===== config.mk =====
export PLATFORM = sky130hd
export DESIGN_NAME = booth_seq_mult
export DESIGN_NICKNAME = d
export VERILOG_FILES = /design/src/rtl/booth_pkg.sv /design/src/rtl/booth_recoder.sv /design/src/rtl/booth_addsub.sv /design/src/rtl/booth_ctrl.sv /design/src/rtl/booth_seq_mult.sv
export SDC_FILE = /design/constraint.sdc
export NUM_CORES = 1
export LEC_CHECK = 0
export BUFFER_PORTS_ARGS = -buffer_cell sky130_fd_sc_hd__buf_2
export CAP_MARGIN = 10
export CORE_MARGIN = 2
export CORE_UTILIZATION = 55
export DETAILED_ROUTE_END_ITERATION = 7
export HOLD_SLACK_MARGIN = 0.15
export PLACE_DENSITY = 0.8
export SKIP_LAST_GASP = 1
export SLEW_MARGIN = 10
export SYNTH_ARGS = -nofsm -noshare
export SYNTH_HDL_FRONTEND = slang
export SYNTH_SLANG_ARGS = --single-unit
export TNS_END_PERCENT = 1

===== constraint.sdc =====
create_clock -name clk -period 12.6 [get_ports clk]
set_input_delay 1.89 -clock clk [delete_from_list [all_inputs] [get_ports clk]]
set_output_delay 1.89 -clock clk [all_outputs]
set_load 0.03 [all_outputs]

===== src/rtl/booth_pkg.sv =====
// Shared types for the sequential Booth multiplier.
package booth_pkg;

    // Operation applied to the upper half of the product register in one iteration.
    typedef enum logic [1:0] {
        OP_HOLD = 2'd0,
        OP_ADD  = 2'd1,
        OP_SUB  = 2'd2
    } booth_op_e;

endpackage


===== src/rtl/booth_recoder.sv =====
// Picks the per-iteration operation.
// Signed mode: the register LSB and the extra bit form a pair; 10 subtracts, 01 adds, 00/11 hold.
// Unsigned mode: a set LSB adds and a clear LSB holds.
// Assumes: purely combinational, inputs are registered elsewhere.
module booth_recoder
    import booth_pkg::*;
(
    input  logic      lsb_i,
    input  logic      extra_i,
    input  logic      uns_i,
    output booth_op_e op_o
);

    // Decode the bit pair or the single bit into an operation.
    always_comb begin
        if (uns_i) begin
            op_o = lsb_i ? OP_ADD : OP_HOLD;
        end else begin
            unique case ({lsb_i, extra_i})
                2'b10:   op_o = OP_SUB;
                2'b01:   op_o = OP_ADD;
                default: op_o = OP_HOLD;
            endcase
        end
    end

endmodule


===== src/rtl/booth_addsub.sv =====
// Adds, subtracts or passes the multiplicand against the guarded upper half.
// The upper half is WIDTH+1 bits. The multiplicand is sign- or zero-extended to match,
// so no intermediate sum can overflow.
// Assumes: combinational, one instance per datapath.
module booth_addsub
    import booth_pkg::*;
#(
    parameter int WIDTH = 32
) (
    input  logic [WIDTH:0]   acc_i,
    input  logic [WIDTH-1:0] mcand_i,
    input  logic             uns_i,
    input  booth_op_e        op_i,
    output logic [WIDTH:0]   sum_o
);

    logic [WIDTH:0] mcand_ext;

    // Extend the multiplicand to the guarded width according to the mode.
    always_comb begin
        mcand_ext = uns_i ? {1'b0, mcand_i} : {mcand_i[WIDTH-1], mcand_i};
    end

    // Apply the selected operation.
    always_comb begin
        unique case (op_i)
            OP_ADD:  sum_o = acc_i + mcand_ext;
            OP_SUB:  sum_o = acc_i - mcand_ext;
            default: sum_o = acc_i;
        endcase
    end

endmodule


===== src/rtl/booth_ctrl.sv =====
// Sequencer: accepts a start when idle, counts WIDTH iterations and pulses done once.
// Assumes: synchronous active-low reset; a start while busy is dropped.
module booth_ctrl #(
    parameter int WIDTH = 32
) (
    input  logic clk,
    input  logic rst_n,
    input  logic start_i,
    output logic accept_o,
    output logic busy_o,
    output logic done_o
);

    localparam int CNT_W = (WIDTH > 1) ? $clog2(WIDTH) : 1;
    localparam logic [CNT_W-1:0] LAST = CNT_W'(WIDTH - 1);

    logic [CNT_W-1:0] iter_q;

    // A start is taken only while idle.
    always_comb begin
        accept_o = start_i & ~busy_o;
    end

    // Iteration counter, busy flag and one-cycle done pulse.
    always_ff @(posedge clk) begin
        if (!rst_n) begin
            iter_q <= '0;
            busy_o <= 1'b0;
            done_o <= 1'b0;
        end else begin
            done_o <= 1'b0;
            if (accept_o) begin
                busy_o <= 1'b1;
                iter_q <= '0;
            end else if (busy_o) begin
                if (iter_q == LAST) begin
                    busy_o <= 1'b0;
                    done_o <= 1'b1;
                end else begin
                    iter_q <= iter_q + 1'b1;
                end
            end
        end
    end

endmodule


===== src/rtl/booth_seq_mult.sv =====
// Sequential radix-2 Booth multiplier, one multiplier bit per clock.
// The product register holds {guard+upper, lower}, and the lower half is loaded with the multiplier.
// Each busy cycle: recode, add/sub into the upper half, then shift the whole register right by one.
// The fill bit is the guarded sign in signed mode and zero in unsigned mode.
// Assumes: synchronous active-low reset; operands and mode are captured at the accepting edge.
module booth_seq_mult
    import booth_pkg::*;
#(
    parameter int WIDTH = 32
) (
    input  logic             clk,
    input  logic             rst_n,
    input  logic             start_i,
    input  logic             unsigned_i,
    input  logic [WIDTH-1:0] multiplicand_i,
    input  logic [WIDTH-1:0] multiplier_i,
    output logic             busy_o,
    output logic             done_o,
    output logic [WIDTH-1:0] hi_o,
    output logic [WIDTH-1:0] lo_o
);

    logic             accept;
    logic [WIDTH:0]   acc_q;
    logic [WIDTH-1:0] low_q;
    logic             extra_q;
    logic [WIDTH-1:0] mcand_q;
    logic             uns_q;
    booth_op_e        op;
    logic [WIDTH:0]   sum;
    logic             fill;

    booth_ctrl #(.WIDTH(WIDTH)) u_ctrl (
        .clk      (clk),
        .rst_n    (rst_n),
        .start_i  (start_i),
        .accept_o (accept),
        .busy_o   (busy_o),
        .done_o   (done_o)
    );

    booth_recoder u_rec (
        .lsb_i   (low_q[0]),
        .extra_i (extra_q),
        .uns_i   (uns_q),
        .op_o    (op)
    );

    booth_addsub #(.WIDTH(WIDTH)) u_alu (
        .acc_i   (acc_q),
        .mcand_i (mcand_q),
        .uns_i   (uns_q),
        .op_i    (op),
        .sum_o   (sum)
    );

    // Bit shifted into the top of the guarded upper half.
    always_comb begin
        fill = uns_q ? 1'b0 : sum[WIDTH];
    end

    // Product register: load on accept, add/sub and shift on each busy cycle.
    always_ff @(posedge clk) begin
        if (!rst_n) begin
            acc_q   <= '0;
            low_q   <= '0;
            extra_q <= 1'b0;
            mcand_q <= '0;
            uns_q   <= 1'b0;
        end else if (accept) begin
            acc_q   <= '0;
            low_q   <= multiplier_i;
            extra_q <= 1'b0;
            mcand_q <= multiplicand_i;
            uns_q   <= unsigned_i;
        end else if (busy_o) begin
            acc_q   <= {fill, sum[WIDTH:1]};
            low_q   <= {sum[0], low_q[WIDTH-1:1]};
            extra_q <= low_q[0];
        end
    end

    // Result words.
    always_comb begin
        hi_o = acc_q[WIDTH-1:0];
        lo_o = low_q;
    end

endmodule


==> metrics.txt <==
# TYPE chip_impl_metric gauge
chip_impl_metric{name="synthDistinctLibCells",unit=""} 59
chip_impl_info{name="critical_path.cell_chain",value="nor4_2 > or2b_1 > nor4_2 > nand2_1 > or2_2 > nor2_1 > a21oi_1 > xnor2_1 > ha_1 > a21oi_1 > o21ai_0 > or3_1 > a211o_1 > a41oi_1 > o21ai_0 > xnor2_1 > o41a_1 > o31ai_2"} 1
chip_impl_metric{name="final_antenna_net_count",unit=""} 0
chip_impl_info{name="path_class",value="reg -> reg"} 1
chip_impl_info{name="cts_tree",value="built"} 1
chip_impl_metric{name="worst_slew_margin_rel",unit=""} 0.331
chip_impl_metric{name="synth_cells",unit=""} 846
chip_impl_metric{name="number_of_cells_in_the_design_after_placement",unit=""} 1074
chip_impl_metric{name="timing_hold_violations_final",unit=""} 0
chip_impl_metric{name="ys_warn_count",unit=""} 0
chip_impl_info{name="mostFrequentLayoutCells",value="sky130_fd_sc_hd__nand2_1 (135), sky130_fd_sc_hd__buf_2 (133), sky130_fd_sc_hd__dfxtp_1 (105), sky130_fd_sc_hd__a21oi_1 (68), sky130_fd_sc_hd__nor2_1 (56)"} 1
chip_impl_metric{name="timing.clock.skew",unit="ps"} 11.2
chip_impl_metric{name="slew_at_the_pin_closest_to_its_max_slew_limit",unit="ps"} 1000
chip_impl_metric{name="final.period_utilization",unit=""} 0.390
chip_impl_metric{name="ios",unit=""} 134
chip_impl_metric{name="power.share.combinational",unit=""} 0.321
chip_impl_metric{name="max_frequency",unit="MHz"} 204
chip_impl_metric{name="cp_max_fo",unit=""} 6
chip_impl_metric{name="final_net_count",unit=""} 1023
chip_impl_info{name="path_delay_family",value="simple AND/OR/NAND/NOR gates"} 1
chip_impl_metric{name="grt.total_usage",unit=""} 0.249
chip_impl_metric{name="number_of_hold_buffers_added_after_cts",unit=""} 0
chip_impl_metric{name="chipWidth",unit="microns"} 116
chip_impl_metric{name="switching_power",unit="uW"} 352
chip_impl_metric{name="post_synth_edffs",unit=""} 0
chip_impl_metric{name="worstPathArrival",unit="ps"} 5180
chip_impl_info{name="synth_top_cells_by_area",value="sky130_fd_sc_hd__dfxtp_1 (31%), sky130_fd_sc_hd__nand2_1 (7.4%), sky130_fd_sc_hd__ha_1 (6.6%)"} 1
chip_impl_metric{name="flops_latches_synth",unit=""} 106
chip_impl_metric{name="drcViolationCount",unit=""} 0
chip_impl_metric{name="timing.final.crit_period",unit="ps"} 4910
chip_impl_metric{name="leakage",unit="uW"} 0.00375
chip_impl_info{name="ctsRootBufferMaster",value="sky130_fd_sc_hd__clkbuf_16"} 1
chip_impl_metric{name="die_h",unit="microns"} 116
chip_impl_metric{name="p_clk_frac",unit=""} 0.305
chip_impl_metric{name="post_drt_wl_per_cell",unit="microns"} 15.0
chip_impl_metric{name="multi_input_area",unit="sq um"} 4270
chip_impl_metric{name="postSynthAreaPerCell",unit="sq um"} 8.13
chip_impl_metric{name="grt_pass1_wl",unit="microns"} 26500
chip_impl_metric{name="power.density",unit="nW/um^2"} 132
chip_impl_metric{name="cts.reportedPaths.clkPinSlew",unit="ps"} 70
chip_impl_metric{name="synth_seq_area_share",unit=""} 0.309
chip_impl_metric{name="irDropWorstVdd",unit="mV"} 0.111
chip_impl_metric{name="numClockSinks",unit=""} 106
chip_impl_metric{name="routed_wl",unit="microns"} 16300
chip_impl_metric{name="area.sequential",unit="sq um"} 2120
chip_impl_metric{name="synth_top_cell_area_share",unit=""} 0.309
chip_impl_metric{name="final-max-slew-violation-count",unit=""} 0
chip_impl_metric{name="clock_tree.buffer_depth",unit=""} 2
chip_impl_metric{name="rows",unit=""} 40
chip_impl_metric{name="grt_remaining_overflow",unit=""} 0
chip_impl_metric{name="final_cell_count_no_fill",unit=""} 1091
chip_impl_metric{name="detailedRoute.firstPassIterationCount",unit=""} 5
chip_impl_info{name="synth_top_area_cell",value="sky130_fd_sc_hd__dfxtp_1"} 1
chip_impl_metric{name="postSynthNetCount",unit=""} 951
chip_impl_info{name="cp-end-kind",value="flop"} 1
chip_impl_metric{name="maxCapViolCount",unit=""} 0
chip_impl_metric{name="setup-violations-final",unit=""} 0
chip_impl_metric{name="worst-endpoint-required",unit="ps"} 12870
chip_impl_metric{name="postCtsSetupBuffers",unit=""} 0
chip_impl_info{name="status",value="completed"} 1
chip_impl_metric{name="area_growth",unit="%"} 12.4
chip_impl_metric{name="power_switching_share",unit=""} 0.346
chip_impl_info{name="most_common_cell_after_layout_fill_and_taps_aside",value="sky130_fd_sc_hd__nand2_1"} 1
chip_impl_metric{name="vias_per_cell",unit=""} 5.53
chip_impl_metric{name="vias",unit=""} 6038
chip_impl_metric{name="floorplan.initialDensity",unit=""} 0.568
chip_impl_metric{name="share_seq_of_total_power",unit=""} 0.374
chip_impl_metric{name="post_cts_resize_count",unit=""} 0
chip_impl_metric{name="largest_net_degree_at_the_start_of_global_routing",unit=""} 81
chip_impl_metric{name="timing.critical_path.slowest_cell_delay",unit="ps"} 420
chip_impl_metric{name="finalSetupTns",unit="ps"} 0
chip_impl_metric{name="design.core.area",unit="sq um"} 12100
chip_impl_metric{name="design.die.area",unit="sq um"} 13400
chip_impl_metric{name="drive_gt1_frac",unit=""} 0.186
chip_impl_metric{name="drt_first_iter_violations",unit=""} 487
chip_impl_metric{name="tritoncts.num_buffers",unit=""} 9
chip_impl_metric{name="cts.htree.levels",unit=""} 3
chip_impl_metric{name="first_global_vias",unit=""} 5223
chip_impl_info{name="critPathSlowestCell",value="sky130_fd_sc_hd__or3_1"} 1
chip_impl_metric{name="numPortBuffers",unit=""} 133
chip_impl_metric{name="gpl.final_weighted_congestion",unit=""} 0.930
chip_impl_metric{name="asyncSetResetFlopFracSynth",unit=""} 0
chip_impl_metric{name="antenna_cells",unit=""} 0
chip_impl_metric{name="internal-power",unit="uW"} 664
chip_impl_metric{name="syn-cell-area",unit="sq um"} 6880
chip_impl_info{name="yosys_most_used_dff",value="sky130_fd_sc_hd__dfxtp_1"} 1
chip_impl_metric{name="antenna_found_initial",unit=""} 0
chip_impl_metric{name="number_of_inserted_filler_cells_in_the_final_layout",unit=""} 1102
chip_impl_info{name="hold_path_class",value="reg -> reg"} 1
chip_impl_info{name="worstSetupStartpointType",value="flop"} 1
chip_impl_metric{name="insertion_delay",unit="ps"} 360
chip_impl_metric{name="dp_hpwl",unit="microns"} 11900
chip_impl_info{name="grt_setup_unrepaired",value="false"} 1
chip_impl_metric{name="number_of_buffers_and_inverters_on_the_critical_path",unit=""} 0
==> stage by stage <==
step | instance area, sq um | hold WS, ps | util | setup WS (ps) | power [uW]
CTS | 7710 | 504 | 0.637 | 7710 | 1020
detailed placement | 7380 | 486 | 0.610 | 7730 | 709
global route | 7720 | 526 | 0.638 | 7180 | 1070
finish | 7720 | 503 | 0.638 | 7690 | 1020
global placement | 7380 | 482 | 0.610 | 7860 | 704
floorplan | 6880 | 464 | - | 8260 | 640
==> power groups by stage <==
stage,Combinational (uW),Sequential [uW],Clock [uW]
after floorplan,241,399,0
after CTS,323,379,316
final,326,380,310
after global placement,319,386,0
after detailed placement,322,387,0
after global routing,359,383,330
==> area by class of cell <==
cell class	count	area share
well taps	168	0.0272
repair buffers	141	0.0949
inverters	16	0.00777
clock inverters	7	0.0131
flip-flops and latches	106	0.275
clock buffers	9	0.0292
multi-input cells	644	0.553
==> tightest hold or removal path, cell delays in order, from the launching register on <==
cell	delay [ps]
sky130_fd_sc_hd__dfxtp_1	340
sky130_fd_sc_hd__nand2_1	60
sky130_fd_sc_hd__a21boi_0	60
==> cell families (layout without fill, tap and decap cells) <==
kind of cell             Yosys count  in the layout  synth area share
AO/OA/AOI/OAI                    242            242             0.242
XOR/XNOR                          60             60            0.0764
adder cells (fa/ha/maj)           37             37            0.0684
buffers and inverters             96            173            0.0704
flip-flops                       106            106             0.309
multiplexers                      41             41            0.0597
AND/OR/NAND/NOR                  264            264             0.175
==> Yosys cell counts, types with 14 or more instances <==
master / n
sky130_fd_sc_hd__nor3_1: 14
sky130_fd_sc_hd__ha_1: 36
sky130_fd_sc_hd__nand2_1: 135
sky130_fd_sc_hd__o211a_1: 32
sky130_fd_sc_hd__a21boi_0: 35
sky130_fd_sc_hd__a21o_1: 18
sky130_fd_sc_hd__nor2_1: 56
sky130_fd_sc_hd__a21oi_1: 68
sky130_fd_sc_hd__clkbuf_1: 43
sky130_fd_sc_hd__mux2i_1: 41
sky130_fd_sc_hd__dfxtp_1: 106
sky130_fd_sc_hd__xnor2_1: 47
sky130_fd_sc_hd__inv_1: 15
sky130_fd_sc_hd__buf_4: 33
sky130_fd_sc_hd__o21ai_0: 35
==> sequential cells by signal (all words and copies together), names as in the netlist <==
register	cells
lo_o	32
uns_q	1
u_ctrl.done_o	1
mcand_q	32
u_ctrl.iter_q	5
u_ctrl.busy_o	1
extra_q	1
acc_q	33
==> metal layers <==
layer / global-route usage / wire length (microns) / up-vias
met2: 0.368 / 7010 / 160
li1: - / - / 3112
met5: 0 / 0 / -
met1: 0.374 / 8200 / 2746
met3: 0.0429 / 888 / 20
met4: 0.0675 / 252 / 0
==> path summary, 6_finish.rpt <==
check | startpoint | to | slack, ps | depth (start not counted)
min | mcand_q[26] | mcand_q[26] | 500 | 2
max | mcand_q[2] | acc_q[32] | 7690 | 18
max reg2reg | mcand_q[2] | acc_q[32] | 7690 | 18
min reg2reg | mcand_q[26] | mcand_q[26] | 500 | 2
(Power assumes the default switching activity.)
